`config.mk`:
```
export PLATFORM = sky130hd
export DESIGN_NAME = fb_scan_addr
export DESIGN_NICKNAME = d
export VERILOG_FILES = /design/src/rtl/fb_scan_addr.sv
export SDC_FILE = /design/constraint.sdc
export NUM_CORES = 1
export LEC_CHECK = 0
export ABC_CLOCK_PERIOD_IN_PS = 8490
export BUFFER_PORTS_ARGS = -buffer_cell sky130_fd_sc_hd__buf_4
export CORE_ASPECT_RATIO = 1.1
export CORE_MARGIN = 2
export CORE_UTILIZATION = 40
export CTS_CLUSTER_SIZE = 30
export DETAILED_ROUTE_END_ITERATION = 8
export PLACE_DENSITY = 0.65
export SYNTH_ARGS = -nofsm -noshare
export SYNTH_HDL_FRONTEND = slang
export SYNTH_SLANG_ARGS = --single-unit
```
`constraint.sdc`:
```
create_clock -name clk -period 8.49 [get_ports clk]
set_input_delay 1.698 -clock clk [delete_from_list [all_inputs] [get_ports clk]]
set_output_delay 1.698 -clock clk [all_outputs]
set_load 0.005 [all_outputs]
```
`src/rtl/fb_scan_addr.sv`:
```
module fb_scan_addr #(
  parameter int AW = 32,
  parameter int PW = 16,
  parameter int CW = 12
) (
  input  logic          clk,
  input  logic          rst_n,
  input  logic [PW-1:0] pitch,
  input  logic [5:0]    bpp,
  input  logic [CW-1:0] pan_x,
  input  logic [CW-1:0] pan_y,
  input  logic          interlace_en,
  input  logic          field_start,
  input  logic          field_odd,
  input  logic          line_start,
  input  logic          frame_done,
  input  logic          blanked,
  input  logic          flip_req,
  input  logic [AW-1:0] flip_base,
  output logic [AW-1:0] line_addr,
  output logic          line_req,
  output logic          flip_pending,
  output logic          flip_busy,
  output logic          flip_done
);

  logic [AW-1:0] cur_base, q_base;

  wire [AW-1:0] offset     = AW'(pan_y) * AW'(pitch) + AW'(pan_x) * AW'(bpp[5:3]);
  wire [AW-1:0] stride     = interlace_en ? AW'({pitch, 1'b0}) : AW'(pitch);
  wire [AW-1:0] odd_start  = cur_base + offset;
  wire [AW-1:0] even_start = odd_start + (interlace_en ? AW'(pitch) : '0);
  wire [AW-1:0] field_addr = (!interlace_en || field_odd) ? odd_start : even_start;
  wire          commit     = flip_pending & (frame_done | blanked);

  always_ff @(posedge clk) begin
    if (!rst_n) begin
      line_addr    <= '0;
      line_req     <= 1'b0;
      cur_base     <= '0;
      q_base       <= '0;
      flip_pending <= 1'b0;
      flip_busy    <= 1'b0;
      flip_done    <= 1'b0;
    end else begin
      line_req  <= field_start | line_start;
      if (field_start)     line_addr <= field_addr;
      else if (line_start) line_addr <= line_addr + stride;
      flip_busy <= flip_req & flip_pending;
      flip_done <= commit;
      if (commit) begin
        cur_base     <= q_base;
        flip_pending <= 1'b0;
      end else if (flip_req && !flip_pending) begin
        q_base       <= flip_base;
        flip_pending <= 1'b1;
      end
    end
  end

  p_req_follows_r2: assert property (@(posedge clk) disable iff (!rst_n)
    (field_start || line_start) |=> line_req);
  p_stride_r5: assert property (@(posedge clk) disable iff (!rst_n)
    (line_start && !field_start) |=> line_addr == $past(line_addr) + $past(stride));
  p_field_prio_r7: assert property (@(posedge clk) disable iff (!rst_n)
    field_start |=> line_addr == $past(field_addr));
  p_base_hold_r8: assert property (@(posedge clk) disable iff (!rst_n)
    !flip_done |-> $stable(cur_base));
  p_busy_refused_r9: assert property (@(posedge clk) disable iff (!rst_n)
    flip_busy |-> (flip_pending || flip_done));
  p_done_pulse_r10: assert property (@(posedge clk) disable iff (!rst_n)
    flip_done |=> !flip_done);
  p_done_clears_r10: assert property (@(posedge clk) disable iff (!rst_n)
    flip_done |-> !flip_pending);

endmodule

```
==> metrics <==
max cap viols=0; post-synth top area cell=fa_1; FP Rows=73; period utilisation layout=between 90% and 100%; Num CTS Buffers=9; Max Root-Sink Buffers=2; crit-path most repeated cell=fa_1; Mapped Nets=between 2000 and 2500; status=finished clean; main flop type after synthesis=dfxtp_1; CP Buf/Inv Count=4; Worst EP arrival=8.54 ns; area grow syn2layout=19.8%; Post-synth top cells=nand2_1, inv_1, fa_1; critical path launch point type=input port; Post-Syn Instances=1679; Synth area leaders=fa_1, dfxtp_1, ha_1; number of global-route vias before repair=about 13000; first-pass GRT wire length=roughly 63000 um; placed instance area=16800 sq um; Die ar.=37800 sq um; CP delay by family, top=adder cells; critical path class=in -> reg; clk root buf=clkbuf_16; GPL Wtd Cong=approximately 0.94; initial core utilization=40.4%; IO Port Bufs=~120; proportion of layout cells with a drive suffix above 1=a little under a fifth; Worst Max-Slew Pin Slew=around 1.2 ns; post-synth cell types=79; die width=approximately 190 um; fmax=0.120 GHz; slowest stage delay, CP=around 0.60 ns; core area=around 36000 sq um; post-synthesis sequential area ratio=about 14%; number of H-tree levels=3; mean routed wirelength per cell=16.1 um; final hold viol count=0; Async S/R FF share, synth=0%; most numerous cell in the Yosys netlist=nand2_1; DP HPWL=~32000 um; Syn Area/Cell=~8.6 sq um; Antenna Nets Post-Route=0; Worst-Skew Late Latency=0.37 ns; Netlist Area Pre-Place=roughly 14000 sq um; clk sink count=100; via count=roughly 12000; Design Area, Final=about 17000 sq um; gr usage total=21.1%; Setup crit end kind=register; Max FO, Critical Path=7; # IOs=123; DRC viols=0; Required @ worst endpoint=8.70 ns; Slew HR=about a fifth; Clock Skews=between 0.01 and 0.015 ns; Hold WC Path Type=reg -> reg; largest net degree at the start of global routing=55; Die Ht=roughly 200 um; share of the synthesized area in the top cell type=28.2%; Worst path slowest cell=fa_1; 1st-iter DRT viols=546; vias per cell=approximately 5.2; 1st-pass router iterations=4; WL final=roughly 38000 um; crit path time final=approximately 8.3 ns; nets=2308; Post-synth EDFFs=0; initial antenna violation count=1; Final setup viols=0; Synth warnings=0; Yosys reg bits=100; CTS tree=yes; clock-pin transition on the worst setup and hold timing paths=0.08 ns; total gr overflow=0; max-slew violations=0
==> cells by family (layout without fill, tap and decap cells) <==
group,count (synthesis),in the layout,share of synthesized area [%]
AO/OA/AOI/OAI,337,337,15.8
XOR/XNOR,70,70,4.23
adder cells (fa/ha/maj),333,333,39.3
buffers and inverters,285,499,7.51
flip-flops,100,100,13.8
multiplexers,6,6,0.423
other,0,1,0
AND/OR/NAND/NOR,548,548,18.8
==> per-layer routing <==
metal  share of wire, %  track usage, %
met5                  0               0
met4                3.4            7.94
met3                3.8            3.11
met2                 52            37.9
met1                 41            25.4
==> worst register-to-register path: cells and delay by family, from the launching register on <==
kind                     cells  cell delay (ns)
adder cells (fa/ha/maj)      5             2.18
AND/OR/NAND/NOR              7             1.42
AO/OA/AOI/OAI                7             0.97
XOR/XNOR                     2             0.38
flip-flops                   1             0.33
buffers and inverters        4             0.26
==> path summary, 6_finish.rpt <==
check,startpoint,endpoint,slack [ns],depth (start not counted)
worst min register to register,q_base[23],q_base[23],0.45,2
worst max-delay path,pan_y[3],line_addr[29],0.16,26
worst max register to register,cur_base[6],line_addr[29],2.80,25
worst min-delay path,q_base[23],q_base[23],0.45,2
==> placed cells by master, fill, tap and decap left out, types with 10 or more instances in the layout <==
cell	synthesis	final
a211oi_1	29	27
a21o_1	37	37
a21oi_1	107	105
a22o_1	32	32
and2_1	145	145
and3_1	10	10
buf_4	2	270
dfxtp_1	100	100
fa_1	204	204
ha_1	129	122
inv_1	210	210
nand2_1	234	232
nand2b_1	11	11
nand3_1	23	23
nor2_1	60	58
nor3_1	16	13
o21ai_0	49	47
xnor2_1	44	42
xor2_1	26	25
==> registers in the layout, indices dropped and copies added, names as in the netlist <==
name	flops
line_addr	32
flip_pending	1
flip_done	1
flip_busy	1
cur_base	32
q_base	32
line_req	1
==> metrics by stage <==
step	util, %	hold slack (ns)	setup TNS [ns]	worst slack (ns)	cells
after floorplan	-	0.436	0	0.0564	1679
after global placement	46.9	0.445	-1.64	-0.256	2358
after detailed placement	46.9	0.448	-2.14	-0.313	2358
after CTS	47.7	0.457	0	0.0451	2374
after global routing	48.4	0.477	-0.589	-0.152	2381
final	48.4	0.454	0	0.163	2381
==> layout make-up <==
type	count	area, sq um
clock buffers	9	225
diodes	1	2.50
clock inverters	7	82.6
fillers	3459	18500
multi-input cells	1294	11600
well taps	487	609
repair buffers	272	2070
flip-flops and latches	100	2000
inverters	211	792
==> what timing repair did <==
item                       CTS  global route
gates resized for setup      0            33
buffers inserted             0             6
hold buffers                 0             0
setup endpoints to repair    0            12
Power is not shown: default switching activity piles up to over one toggle a cycle in this logic, so the estimate is an artifact.
